<file path="src/rtl/fwcfg_pkg.sv">
package fwcfg_pkg;

    // Largest item in the table, in bytes
    localparam int ITEM_BYTES = 4;
    localparam int CNT_W      = $clog2(ITEM_BYTES + 1);
    localparam int OFS_W      = $clog2(ITEM_BYTES);

    // Register offsets within the port window
    localparam logic [3:0] OFF_SEL    = 4'd0;
    localparam logic [3:0] OFF_DATA   = 4'd1;
    localparam logic [3:0] OFF_DMA_HI = 4'd4;
    localparam logic [3:0] OFF_DMA_LO = 4'd8;

    // Item numbers that firmware decodes
    localparam logic [15:0] ID_SIGNATURE  = 16'h0000;
    localparam logic [15:0] ID_VERSION    = 16'h0001;
    localparam logic [15:0] ID_KERNEL_LEN = 16'h0008;
    localparam logic [15:0] ID_INITRD_LEN = 16'h000B;
    localparam logic [15:0] ID_CMDLN_LEN  = 16'h0014;
    localparam logic [15:0] ID_SETUP_LEN  = 16'h0017;
    localparam logic [15:0] ID_DIRECTORY  = 16'h0019;

    typedef enum logic [1:0] {
        ST_NONE    = 2'd0,
        ST_STREAM  = 2'd1,
        ST_DRAINED = 2'd2
    } sel_state_t;

    function automatic logic [31:0] swap_be32(input logic [31:0] w);
        return {w[7:0], w[15:8], w[23:16], w[31:24]};
    endfunction

endpackage

</file>
<file path="src/rtl/fwcfg_item_rom.sv">
module fwcfg_item_rom
    import fwcfg_pkg::*;
#(
    parameter bit          DMA_EN        = 1'b1,
    parameter logic [31:0] SIGNATURE     = 32'h4447_4643,
    parameter logic [31:0] KERNEL_BYTES  = 32'h0012_3456,
    parameter logic [31:0] INITRD_BYTES  = 32'h0000_A5C3,
    parameter logic [31:0] SETUP_BYTES   = 32'h0000_4200,
    parameter int          CMDLINE_CHARS = 37
) (
    input  logic [15:0]      item_id,
    output logic             item_hit,
    output logic [31:0]      item_value,
    output logic [CNT_W-1:0] item_len
);

    localparam logic [CNT_W-1:0] WORD_LEN = CNT_W'(ITEM_BYTES);
    localparam logic [31:0]      CMDLN_SZ = 32'(CMDLINE_CHARS + 1);

    logic [31:0] ver_word;

    generate
        if (DMA_EN) begin : g_ver_dma
            assign ver_word = 32'h0000_0003;
        end else begin : g_ver_legacy
            assign ver_word = 32'h0000_0001;
        end
    endgenerate

    always_comb begin
        item_hit   = 1'b1;
        item_len   = WORD_LEN;
        item_value = '0;
        case (item_id)
            ID_SIGNATURE:  item_value = SIGNATURE;
            ID_VERSION:    item_value = ver_word;
            ID_KERNEL_LEN: item_value = KERNEL_BYTES;
            ID_INITRD_LEN: item_value = INITRD_BYTES;
            ID_CMDLN_LEN:  item_value = CMDLN_SZ;
            ID_SETUP_LEN:  item_value = SETUP_BYTES;
            ID_DIRECTORY:  item_value = '0;
            default: begin
                item_hit = 1'b0;
                item_len = '0;
            end
        endcase
    end

endmodule

</file>
<file path="src/rtl/fwcfg_stream.sv">
module fwcfg_stream
    import fwcfg_pkg::*;
(
    input  logic             clk,
    input  logic             rst_n,
    input  logic             sel_fire,
    input  logic             sel_hit,
    input  logic [31:0]      sel_value,
    input  logic [CNT_W-1:0] sel_len,
    input  logic             rd_fire,
    output logic             byte_ok,
    output logic [7:0]       byte_out
);

    sel_state_t       state_q, state_d;
    logic [OFS_W-1:0] ofs_q, ofs_d;
    logic [CNT_W-1:0] left_q, left_d;
    logic [31:0]      value_q, value_d;

    // State register
    always_ff @(posedge clk) begin
        if (!rst_n) begin
            state_q <= ST_NONE;
            ofs_q   <= '0;
            left_q  <= '0;
            value_q <= '0;
        end else begin
            state_q <= state_d;
            ofs_q   <= ofs_d;
            left_q  <= left_d;
            value_q <= value_d;
        end
    end

    // Next state
    always_comb begin
        state_d = state_q;
        ofs_d   = ofs_q;
        left_d  = left_q;
        value_d = value_q;
        if (sel_fire) begin
            ofs_d = '0;
            if (sel_hit) begin
                state_d = (sel_len == '0) ? ST_DRAINED : ST_STREAM;
                left_d  = sel_len;
                value_d = sel_value;
            end else begin
                state_d = ST_NONE;
                left_d  = '0;
                value_d = '0;
            end
        end else if (rd_fire) begin
            unique case (state_q)
                ST_STREAM: begin
                    ofs_d  = OFS_W'(ofs_q + 1'b1);
                    left_d = CNT_W'(left_q - 1'b1);
                    if (left_q == CNT_W'(1)) state_d = ST_DRAINED;
                end
                ST_NONE, ST_DRAINED: ;
                default: state_d = ST_NONE;
            endcase
        end
    end

    // Outputs
    always_comb begin
        byte_ok  = (state_q == ST_STREAM);
        byte_out = 8'(value_q >> {ofs_q, 3'b000});
    end

endmodule

</file>
<file path="src/rtl/fwcfg_dma_addr.sv">
module fwcfg_dma_addr
    import fwcfg_pkg::*;
(
    input  logic        clk,
    input  logic        rst_n,
    input  logic        hi_fire,
    input  logic        lo_fire,
    input  logic [31:0] wr_word,
    output logic        db_valid,
    output logic [63:0] db_addr
);

    logic [63:0] addr_q;
    logic [31:0] host_word;

    assign host_word = swap_be32(wr_word);

    always_ff @(posedge clk) begin
        if (!rst_n) begin
            addr_q   <= '0;
            db_valid <= 1'b0;
            db_addr  <= '0;
        end else begin
            db_valid <= 1'b0;
            if (hi_fire) begin
                addr_q <= {host_word, 32'h0};
            end else if (lo_fire) begin
                db_valid <= 1'b1;
                db_addr  <= addr_q | {32'h0, host_word};
                addr_q   <= '0;
            end
        end
    end

endmodule

</file>
<file path="src/rtl/fwcfg_port.sv">
module fwcfg_port
    import fwcfg_pkg::*;
#(
    parameter bit          DMA_EN        = 1'b1,
    parameter logic [31:0] SIGNATURE     = 32'h4447_4643,
    parameter logic [31:0] KERNEL_BYTES  = 32'h0012_3456,
    parameter logic [31:0] INITRD_BYTES  = 32'h0000_A5C3,
    parameter logic [31:0] SETUP_BYTES   = 32'h0000_4200,
    parameter int          CMDLINE_CHARS = 37
) (
    input  logic        clk,
    input  logic        rst_n,
    input  logic        bus_wr,
    input  logic        bus_rd,
    input  logic [3:0]  bus_off,
    input  logic [2:0]  bus_size,
    input  logic [31:0] bus_wdata,
    output logic [31:0] bus_rdata,
    output logic        db_valid,
    output logic [63:0] db_addr
);

    logic             sel_fire, rd_fire, hi_fire, lo_fire;
    logic             item_hit, byte_ok;
    logic [31:0]      item_value;
    logic [CNT_W-1:0] item_len;
    logic [7:0]       byte_out;

    // Size-qualified decode; writes take priority over reads
    assign sel_fire = bus_wr && bus_off == OFF_SEL    && bus_size == 3'd2;
    assign hi_fire  = bus_wr && bus_off == OFF_DMA_HI && bus_size == 3'd4;
    assign lo_fire  = bus_wr && bus_off == OFF_DMA_LO && bus_size == 3'd4;
    assign rd_fire  = bus_rd && !bus_wr && bus_off == OFF_DATA && bus_size == 3'd1;

    fwcfg_item_rom #(
        .DMA_EN        (DMA_EN),
        .SIGNATURE     (SIGNATURE),
        .KERNEL_BYTES  (KERNEL_BYTES),
        .INITRD_BYTES  (INITRD_BYTES),
        .SETUP_BYTES   (SETUP_BYTES),
        .CMDLINE_CHARS (CMDLINE_CHARS)
    ) i_rom (
        .item_id    (bus_wdata[15:0]),
        .item_hit   (item_hit),
        .item_value (item_value),
        .item_len   (item_len)
    );

    fwcfg_stream i_stream (
        .clk       (clk),
        .rst_n     (rst_n),
        .sel_fire  (sel_fire),
        .sel_hit   (item_hit),
        .sel_value (item_value),
        .sel_len   (item_len),
        .rd_fire   (rd_fire),
        .byte_ok   (byte_ok),
        .byte_out  (byte_out)
    );

    fwcfg_dma_addr i_dma (
        .clk      (clk),
        .rst_n    (rst_n),
        .hi_fire  (hi_fire),
        .lo_fire  (lo_fire),
        .wr_word  (bus_wdata),
        .db_valid (db_valid),
        .db_addr  (db_addr)
    );

    assign bus_rdata = (rd_fire && byte_ok) ? {24'h0, byte_out} : 32'h0;

endmodule

</file>
<file path="config.mk">
export PLATFORM = sky130hd
export DESIGN_NAME = fwcfg_port
export DESIGN_NICKNAME = d
export VERILOG_FILES = /design/src/rtl/fwcfg_pkg.sv /design/src/rtl/fwcfg_item_rom.sv /design/src/rtl/fwcfg_stream.sv /design/src/rtl/fwcfg_dma_addr.sv /design/src/rtl/fwcfg_port.sv
export SDC_FILE = /design/constraint.sdc
export NUM_CORES = 1
export LEC_CHECK = 0
export BUFFER_PORTS_ARGS = -buffer_cell sky130_fd_sc_hd__buf_2
export CAP_MARGIN = 20
export CORE_MARGIN = 2
export CORE_UTILIZATION = 45
export DETAILED_ROUTE_END_ITERATION = 10
export PLACE_DENSITY = 0.68
export SETUP_SLACK_MARGIN = 0.5
export SLEW_MARGIN = 25
export SYNTH_ARGS = -nofsm -noshare
export SYNTH_HDL_FRONTEND = slang
export SYNTH_HIERARCHICAL = 1
export SYNTH_SLANG_ARGS = --single-unit
</file>
<file path="constraint.sdc">
create_clock -name clk -period 2.2 [get_ports clk]
set_input_delay 0.11 -clock clk [delete_from_list [all_inputs] [get_ports clk]]
set_output_delay 0.11 -clock clk [all_outputs]
set_load 0.01 [all_outputs]
</file>
==> impl_metrics.tcl, run 1 <==
set metrics [dict create \
    worstSetupStartpointType "flop" \
    critPathMaxFanout 8 \
    hold_depth 3 \
    clock_path_buffers 2 \
    path_cells "nor2b_1, or4b_4, nor4_4, buf_2" \
    fin_cells 977 \
    grt_use_total_pct 19.1 \
    reg2reg_depth 4 \
    yosysWarnings 6 \
    fin_worst_skew_ns 0.00428 \
    p_seq_share_pct 44.9 \
    grt_first_pass_wirelength_mm 22.5 \
    clk_latency_ns 0.42 \
    status "finished, final reports clean" \
    antenna_found_initial 0 \
    placed_area_um2 6690 \
    cts_buffers 17 \
    cellPowerDensity_nw_per_um2 721 \
    synth_area_leaders "dfxtp_1 43%, mux2i_1 10%, nand2_1 8.1%" \
    setup_viol 0 \
    hpwl_mm 9.16 \
    async_reset_ff_share_pct 0 \
    critPathSlowestCell "or4b_4" \
    ir_drop_uv 508 \
    worst_ep_required_time_ns 2.09 \
    ys_seq_area_share_pct 43.1 \
    worstSetupPathType "reg -> out" \
    r2r_start "i_stream/left_q[0]" \
    syn_area_um2 6320 \
    die_x_um 122 \
    wl_per_cell_um 14.2 \
    ctsHtreeMaxLevel 4 \
    place_inst 911 \
    synth_top_area_share_pct 43.1 \
    nNetsFinal 829 \
    antenna_left 0 \
    rows 43 \
    maxSlewHeadroom_pct 52.6 \
    start_util_pct 45.9 \
    core_um2 13800 \
    layout-drive-gt1-share_pct 24.6 \
    end_kind "output port" \
    rsz0062_at_grt "true" \
    synth.avg_cell_area_um2 9.49 \
    die_y_um 122 \
    finalSetupTns_ns 0 \
    io_pins 140 \
    design_area_um2 7620 \
    vias 4889 \
    dr.pass1.iters 5 \
    worst_pin_slew_ns 0.705 \
    switchingPower_mw 1.18 \
    critPathMaxStageDelay_ns 0.57 \
    worstHoldEndpoint "i_dma/db_addr[25]" \
    fmax_ghz 0.527 \
    dieArea_um2 15000 \
    synth-main-ff-cell "dfxtp_1" \
    ys_seq_elements 136 \
    p_comb_share_pct 5.0 \
    drtIter0Drc 315 \
    synth_edf_count 0 \
    drc 0 \
    gp_congestion 0.821 \
    fin_crit_sh_pct 86.2 \
    fin_crit_ns 1.90 \
    path_clk_slew_ns 0.06 \
    synth_top_area_cell "dfxtp_1" \
    leakage_nw 3.01 \
    hold_viol 0 \
    worst-r2r-setup-slack_ns 0.88 \
    hp-start "bus_wdata[1]" \
    cts_tree "done" \
    rr_endpoint "i_stream/state_q[1]" \
    crit_arrival_ns 1.79 \
    report.final.slew_viol_count 0 \
    clock_power_share_pct 50.1 \
    clock-root-buffer "clkbuf_16" \
    first_global_vias 4618 \
    p_total_mw 5.49 \
    grt.overflow.total 0 \
    drv_cap 0 \
    num_antenna_cells 0 \
    p_sw_share_pct 21.5 \
    hp-class "in -> reg" \
    synth.distinct_cells 54 \
    routed_wl_mm 13.9 \
    grt_max_degree 65 \
    synthCells 666 \
    cts_sinks 136 \
    numPortBuffers 115 \
    viasPerCell 5.00 \
    fin_hold_ws_ns 0.0137 \
    internal-power_mw 4.32 \
    area_growth_syn_to_layout_pct 20.7 \
]
## layer usage
layer	up-vias	global-route usage (%)	part of all wire, %
met5	-	0	0
met1	2271	23.7	44
li1	2436	-	-
met3	27	4.83	6.1
met4	0	9.34	2.5
met2	155	31.0	48
## cell type report
type,instances,area [um^2]
Inverter,10,37.5
Timing Repair Buffer,162,1070
Sequential cell,136,2730
Clock buffer,24,482
Tap cell,180,225
Clock inverter,8,95.1
Multi-Input combinational cell,457,2980
Fill cell,1245,6150
## Yosys cell counts, types with 3 or more instances
| cell type | count |
|---|---|
| xor2_1 | 3 |
| buf_6 | 8 |
| mux4_2 | 8 |
| nand2_1 | 136 |
| mux2i_1 | 65 |
| nor3_1 | 4 |
| dfxtp_1 | 136 |
| buf_4 | 58 |
| nand3_1 | 35 |
| clkbuf_2 | 4 |
| and3_1 | 3 |
| buf_2 | 20 |
| buf_8 | 5 |
| o21ai_1 | 26 |
| clkbuf_1 | 3 |
| nor4_2 | 9 |
| nand2b_1 | 33 |
| nor2b_1 | 3 |
| a21oi_1 | 4 |
| o21ai_0 | 11 |
| inv_1 | 10 |
| a22o_1 | 33 |
| nor2_1 | 10 |
## power by group through the flow
stage / clock network (mW) / logic (mW) / registers (mW)
4_1_cts: 2.81 / 0.273 / 2.47
2_1_floorplan: 0 / 0.194 / 2.52
3_3_place_gp: 0 / 0.222 / 2.52
3_5_place_dp: 0 / 0.230 / 2.52
6_report: 2.75 / 0.277 / 2.47
5_1_grt: 2.92 / 0.306 / 2.46
## metrics by stage
stage / util (%) / worst slack, ns
final: 55.4 / 0.304
after global routing: 55.4 / 0.231
after CTS: 55.3 / 0.285
after detailed placement: 48.6 / 0.217
after global placement: 48.6 / 0.329
after floorplan: - / 0.601
## flip-flops by register name, indices dropped and copies added (netlist names)
register,count
i_stream/ofs_q,2
i_dma/addr_q,32
i_dma/db_valid,1
i_dma/db_addr,64
i_stream/left_q,3
i_stream/state_q,2
i_stream/value_q,32
## worst max path at each step
stage / startpoint / end / slack (ns) / cells past startpoint
after floorplan: bus_off[1] / i_stream/state_q[1] / 0.60 / 5
after global placement: bus_wdata[3] / i_stream/value_q[16] / 0.33 / 7
after detailed placement: bus_wdata[9] / i_stream/value_q[16] / 0.22 / 7
after CTS: i_stream/state_q[0] / bus_rdata[7] / 0.28 / 4
after global routing: i_stream/state_q[0] / bus_rdata[1] / 0.23 / 4
final: i_stream/state_q[0] / bus_rdata[7] / 0.30 / 4
## cells in the final DEF, fill, tap and decap left out, types with 2 or more instances in the layout
cell,n
buf_12,5
buf_4,13
dfxtp_4,2
nand2_1,136
bufinv_16,2
and3_1,2
nor4_2,7
o21ai_0,11
and2_1,2
dfxtp_1,132
xor2_1,3
dlygate4sd3_1,29
ha_1,2
clkinv_2,4
buf_2,114
clkbuf_1,4
nor4_1,2
nand3_1,35
nor4_4,4
a21oi_1,4
or3_1,2
clkinvlp_4,2
clkbuf_16,17
conb_1,37
nor2b_1,2
a22o_1,33
nor2_1,10
nand2b_1,33
o21ai_1,26
clkbuf_8,3
mux2i_1,65
nand4b_1,2
inv_1,10
dfxtp_2,2
mux4_2,8
nor3_1,4
or4b_4,2
## repair_timing
action	in CTS	in global routing
setup endpoints to repair	8	8
cloned	0	0
pin swaps	0	0
hold buffers	29	0
setup buffers	5	0
resized for setup	8	1
endpoints found under the hold margin	54	0
## kinds of logic after synthesis
family / count (synthesis) / share of synthesized area, %
multiplexers: 73 / 13.2
AO/OA/AOI/OAI: 80 / 8.62
adder cells (fa/ha/maj): 2 / 0.396
buffers and inverters: 108 / 12.2
other: 2 / 0.119
XOR/XNOR: 4 / 0.555
flip-flops: 136 / 43.1
AND/OR/NAND/NOR: 261 / 21.9
## critical path: cells and delay by family (launching register included)
kind	cells	cell delay (ns)
AND/OR/NAND/NOR	3	0.86
buffers and inverters	1	0.18
flip-flops	1	0.32
No activity file was read; power rests on OpenSTA's default activity.
==> run 2: changes to the inputs <==
--- a/config.mk
+++ b/config.mk
@@ -5,6 +5,7 @@
 export SDC_FILE = /design/constraint.sdc
 export NUM_CORES = 1
 export LEC_CHECK = 0
+export ABC_AREA = 1
 export BUFFER_PORTS_ARGS = -buffer_cell sky130_fd_sc_hd__buf_2
 export CAP_MARGIN = 20
 export CORE_MARGIN = 2
==> impl_metrics.tcl, run 2 <==
set metrics [dict create \
    status "finished, final reports clean" \
    yosysWarnings 6 \
    worst_ep_required_time_ns 2.09 \
    critPathMaxStageDelay_ns 0.39 \
    grt_max_degree 47 \
    fin_crit_ns 1.60 \
    maxSlewHeadroom_pct 57.6 \
    hpwl_mm 9.92 \
    synth_top_area_cell "dfxtp_1" \
    routed_wl_mm 15.2 \
    hold_depth 5 \
    synth_fa_ha_area_share_pct 0.387 \
    synth-main-ff-cell "dfxtp_1" \
    critPathSlowestCell "dfxtp_4" \
    drtIter0Drc 373 \
    path_cells "buf_2, nor2_1, o22ai_1, inv_1, nor2_1, buf_2" \
    path_clk_slew_ns 0.06 \
    synth_compound_area_share_pct 5.15 \
    r2r_start "i_stream/left_q[0]" \
    synth_edf_count 0 \
    multi_input_area_um2 2810 \
    worstSetupStartpointType "flop" \
    nNetsFinal 1120 \
    fin_cells 1267 \
    core_um2 13900 \
    fin_worst_skew_ns 0.00695 \
    finalSetupTns_ns 0 \
    fmax_ghz 0.625 \
    rsz0062_at_grt "true" \
    synth_area_leaders "dfxtp_1 42%, nand2_1 14%, nor2_1 11%" \
    async_reset_ff_share_pct 0 \
    hp-class "in -> reg" \
    io_pins 140 \
    cts_sinks 136 \
    layout-drive-gt1-share_pct 17.8 \
    end_kind "output port" \
    ys_seq_elements 136 \
    largest_reg_flops 64 \
    start_util_pct 46.4 \
    endpoint "bus_rdata[6]" \
    startpoint "i_stream/ofs_q[0]" \
    synth_top_area_share_pct 42.1 \
    crit_arrival_ns 1.49 \
    synth.distinct_cells 29 \
    num_antenna_cells 0 \
    regMostFlops "i_dma/db_addr" \
    synthSimpleGateAreaFrac_pct 35.3 \
    clk_latency_ns 0.42 \
    ff_latch_area_um2 2730 \
    grt.overflow.total 0 \
    synthCells 957 \
    gp_congestion 0.793 \
    ctsHtreeMaxLevel 4 \
    rr_endpoint "i_stream/left_q[1]" \
    cellPowerDensity_nw_per_um2 737 \
    antenna_left 0 \
    vias 5862 \
    reg2reg_depth 5 \
    rows 43 \
    dieArea_um2 15300 \
    synth.avg_cell_area_um2 6.75 \
    numPortBuffers 115 \
    ir_drop_uv 468 \
    ys_top_cells_by_count "238 x nand2_1, 184 x nor2_1, 136 x dfxtp_1" \
    antenna_found_initial 1 \
    worst-r2r-setup-slack_ns 1.09 \
    clock-root-buffer "clkbuf_16" \
    reg_top3 "i_dma/db_addr (64), i_dma/addr_q (32), i_stream/value_q (32)" \
    final_cell_mix "238 x nand2_1, 183 x nor2_1, 134 x dfxtp_1, 115 x buf_2, 100 x nand3_1" \
    die_y_um 124 \
    first_global_vias 5190 \
    critical_path_depth 6 \
    cts_tree "done" \
    leakage_nw 3.74 \
    syn_area_um2 6460 \
    n_fill_cell 1373 \
    critPathMaxFanout 5 \
    drc 0 \
    yosysMostFrequentCell "nand2_1" \
    place_inst 1202 \
    mostFrequentLayoutCell "nand2_1" \
    grt_first_pass_wirelength_mm 24.5 \
    clock_path_buffers 2 \
    ys_seq_area_share_pct 42.1 \
    wl_per_cell_um 12.0 \
    critical-path-top-delay-family "flip-flops" \
    drv_cap 0 \
    synth_xor_area_share_pct 0.136 \
    worstSetupPathType "reg -> out" \
    setup_viol 0 \
    hold_viol 0 \
    final_core_util_pct 56.5 \
    synth_top_family_by_area "simple AND/OR/NAND/NOR gates" \
    worst_pin_slew_ns 0.635 \
    dr.pass1.iters 5 \
    viasPerCell 4.63 \
    fin_crit_sh_pct 72.7 \
    cts_buffers 17 \
    synth_mux_area_share_pct 0 \
    path_buf_inv 3 \
    die_x_um 124 \
    grt_use_total_pct 20.3 \
    report.final.slew_viol_count 0 \
    area_growth_syn_to_layout_pct 21.7 \
]
==> run 2: changes by cell type in the layout (fill, tap and decap cells not counted), sizes merged, moves of 13 or more <==
| cell | change |
|---|---|
| a21oi | +33 |
| a22o | -33 |
| inv | +99 |
| mux2i | -65 |
| nand2 | +108 |
| nand2b | -34 |
| nand3 | +70 |
| nor2 | +180 |
| nor4 | -13 |
| o21ai | -20 |
==> run 2: worst min path at each step <==
stage | slack (ns) | endpoint | start
detailed placement | 0.37 | i_dma/addr_q[43] | bus_wdata[19]
global route | 0.03 | i_dma/db_addr[21] | bus_wdata[13]
CTS | 0.006 | i_dma/db_addr[19] | bus_wdata[11]
global placement | 0.37 | i_dma/addr_q[40] | bus_wdata[16]
floorplan | 0.25 | i_dma/addr_q[32] | bus_wdata[24]
finish | 0.04 | i_dma/db_addr[16] | bus_wdata[8]
==> run 2: worst register-to-register path, delay by kind of cell, from the launching register on <==
family	cells	cell delay, ns
AO/OA/AOI/OAI	2	0.26
buffers and inverters	1	0.06
flip-flops	1	0.38
adder cells (fa/ha/maj)	1	0.28
AND/OR/NAND/NOR	1	0.07
==> run 2: cell type report <==
class / instances / share of cell area (%)
Timing Repair Buffer: 162 / 13.3
Multi-Input combinational cell: 651 / 35.7
Tap cell: 180 / 2.86
Sequential cell: 136 / 34.7
Clock inverter: 11 / 2.15
Clock buffer: 20 / 5.93
Inverter: 107 / 5.26
==> run 2: power by group <==
part | switching, mW | internal [mW] | total (mW) | leakage (nW)
clock | 1.06 | 1.98 | 3.05 | 0.313
sequential | 0.00334 | 2.47 | 2.47 | 1.10
combinational | 0.168 | 0.113 | 0.281 | 2.33
==> run 2: metal layers <==
metal | vias to the layer above | share of wire [%] | global-route usage, %
met2 | 140 | 48 | 32.9
met1 | 2615 | 44 | 24.9
met5 | - | 0 | 0
met3 | 19 | 6.3 | 7.01
li1 | 3088 | - | -
met4 | 0 | 1.1 | 7.53
==> run 2: cells by family after synthesis <==
| family | count (synthesis) |
|---|---|
| AO/OA/AOI/OAI | 64 |
| adder cells (fa/ha/maj) | 2 |
| flip-flops | 136 |
| other | 2 |
| XOR/XNOR | 1 |
| buffers and inverters | 205 |
| AND/OR/NAND/NOR | 547 |
==> run 2: through the flow <==
step | power, mW | cell area (um^2) | hold slack [ns] | setup slack, ns
floorplan | 2.73 | 6600 | 0.250 | 0.852
global placement | 2.76 | 6870 | 0.371 | 0.390
detailed placement | 2.76 | 6870 | 0.371 | 0.330
CTS | 5.86 | 7840 | 0.00637 | 0.533
global route | 6.01 | 7870 | 0.0257 | 0.484
finish | 5.80 | 7870 | 0.0357 | 0.600
==> run 2: repair_timing <==
item,in CTS,in global routing
endpoints found under the setup margin,8,5
endpoints found under the hold margin,35,0
resized for setup,6,7
pin swaps,1,6
buffers inserted,1,0
hold buffers,32,0
gates cloned,0,1
==> run 3: changes to the inputs <==
--- a/config.mk
+++ b/config.mk
@@ -11,7 +11,7 @@
 export CORE_MARGIN = 2
 export CORE_UTILIZATION = 45
 export DETAILED_ROUTE_END_ITERATION = 10
-export PLACE_DENSITY = 0.68
+export PLACE_DENSITY = 0.71
 export SETUP_SLACK_MARGIN = 0.5
 export SLEW_MARGIN = 25
 export SYNTH_ARGS = -nofsm -noshare
==> constraint.sdc (replaced) <==
create_clock -name clk -period 1.4 [get_ports clk]
set_input_delay 0.07 -clock clk [delete_from_list [all_inputs] [get_ports clk]]
set_output_delay 0.07 -clock clk [all_outputs]
set_load 0.01 [all_outputs]
==> impl_metrics.tcl, run 3 (synthesis gave the netlist of run 2 again) <==
set metrics [dict create \
    fin_crit_ns 1.77 \
    ctsHtreeMaxLevel 4 \
    drt-met1-wl_mm 11.4 \
    die_y_um 124 \
    rows 43 \
    final_core_util_pct 89.1 \
    clock-root-buffer "clkbuf_16" \
    hp-start "bus_wdata[15]" \
    crit_arrival_ns 1.70 \
    wl_met2_mm 16.5 \
    clk_latency_ns 0.45 \
    viasPerCell 5.89 \
    fin_worst_skew_ns 0.00926 \
    grt_use_total_pct 29.6 \
    reg_top3 "i_dma/db_addr (64), i_dma/addr_q (32), i_stream/value_q (32)" \
    layout-drive-gt1-share_pct 60.2 \
    startpoint "i_stream/ofs_q[0]" \
    cts_tree "done" \
    dieArea_um2 15300 \
    hold_viol 0 \
    fin_hold_ws_ns 0.0326 \
    numPortBuffers 115 \
    path_clk_slew_ns 0.06 \
    end_kind "output port" \
    die_x_um 124 \
    critPathMaxStageDelay_ns 0.38 \
    grt_first_pass_wirelength_mm 34.9 \
    mostFrequentLayoutCell "nand2_1" \
    grt_max_degree 35 \
    r2r_start "i_stream/state_q[0]" \
    start_util_pct 46.4 \
    critPathMaxFanout 8 \
    cts_buffers 17 \
    worstSetupPathType "reg -> out" \
    cts_sinks 136 \
    worst-r2r-setup-slack_ns 0.15 \
    wl_per_cell_um 24.0 \
    worst_ep_required_time_ns 1.33 \
    path_cells "buf_8, clkinv_8, o21ai_0, o22ai_1, inv_1, nor2_2, buf_2" \
    setup_viol 9 \
    fmax_ghz 0.566 \
    ir_drop_uv 1080 \
    finalSetupTns_ns -2.09 \
    rr_endpoint "i_stream/ofs_q[1]" \
    largest_reg_flops 64 \
    cellPowerDensity_nw_per_um2 735 \
    fin_crit_sh_pct 126 \
    nNetsFinal 1295 \
    first_global_vias 7011 \
    dr.pass1.iters 5 \
    final_cell_mix "155 x nand2_1, 105 x buf_4, 98 x buf_6, 90 x inv_1, 75 x nor2_1" \
    clock_path_buffers 2 \
    hp-class "in -> reg" \
    route.met3.wl_mm 3.42 \
    reg2reg_depth 5 \
    regMostFlops "i_dma/db_addr" \
    core_um2 13900 \
    report.final.slew_viol_count 0 \
    antenna_left 0 \
    grt.overflow.total 0 \
    io_pins 140 \
    leakage_nw 5.49 \
    worstHoldEndpoint "i_dma/addr_q[55]" \
    worstSetupStartpointType "flop" \
    drc 0 \
    critPathSlowestCell "dfxtp_4" \
    area_growth_syn_to_layout_pct 92.0 \
    drtIter0Drc 1059 \
    setup_ws_ns -0.368 \
    antenna_found_initial 1 \
    hold_depth 4 \
    routed.top_layer "met4" \
    status "finished, violations left" \
    hpwl_mm 10.5 \
    drv_cap 0 \
    routed_wl_mm 34.7 \
    violations "setup timing" \
    rsz0062_at_grt "true" \
    gp_congestion 0.823 \
    vias 8504 \
]
==> run 3: area by class of cell <==
type | instances | area (um^2)
diodes | 1 | 2.50
clock buffers | 21 | 470
clock inverters | 11 | 98.8
fillers | 512 | 1520
inverters | 107 | 470
multi-input cells | 652 | 4470
flip-flops and latches | 136 | 2870
well taps | 180 | 225
repair buffers | 324 | 3630
repair inverters | 12 | 179
==> run 3: critical path: cells and delay by family (launching register included) <==
| kind | cells | cell delay (ns) |
|---|---|---|
| flops | 1 | 0.38 |
| simple gates | 1 | 0.03 |
| buf+inv | 4 | 0.44 |
| compound gates | 2 | 0.39 |
==> run 3: worst max-delay path by stage <==
stage | to | slack [ns]
floorplan | i_stream/value_q[7] | 0.18
global placement | i_dma/addr_q[54] | -0.16
detailed placement | i_dma/addr_q[52] | -0.24
CTS | bus_rdata[4] | -0.21
global route | bus_rdata[2] | -0.38
finish | bus_rdata[2] | -0.37
==> run 3: timing repair <==
action                     in CTS  in global routing
pin swaps                     124                131
gates cloned                   19                  8
hold buffers                   24                  0
gates resized for setup       355                306
hold endpoints to repair       42                  0
setup endpoints to repair     197                208
buffers inserted               64                 54
==> run 3: report_power, final <==
| group | switching, mW | total, mW | internal, mW | leakage [nW] |
|---|---|---|---|---|
| Combinational | 0.505 | 0.818 | 0.313 | 4.09 |
| Sequential | 0.0106 | 3.84 | 3.83 | 1.14 |
| Clock | 1.89 | 4.47 | 2.57 | 0.263 |
| Total | 2.41 | 9.13 | 6.72 | 5.49 |
==> run 3: per-stage QoR <==
stage,instances,setup slack [ns],instance area [um^2],power (mW)
after detailed placement,1242,-0.236,7620,4.41
final,1444,-0.368,12400,9.13
after floorplan,992,0.180,7090,4.31
after global placement,1242,-0.159,7620,4.41
after global routing,1444,-0.384,12400,9.32
after CTS,1381,-0.206,10800,8.81
==> run 3: layer usage <==
| metal | global-route usage (%) | vias to the layer above |
|---|---|---|
| met1 | 34.8 | 3960 |
| met4 | 13.3 | 0 |
| li1 | - | 3461 |
| met2 | 51.3 | 776 |
| met5 | 0 | - |
| met3 | 6.96 | 307 |
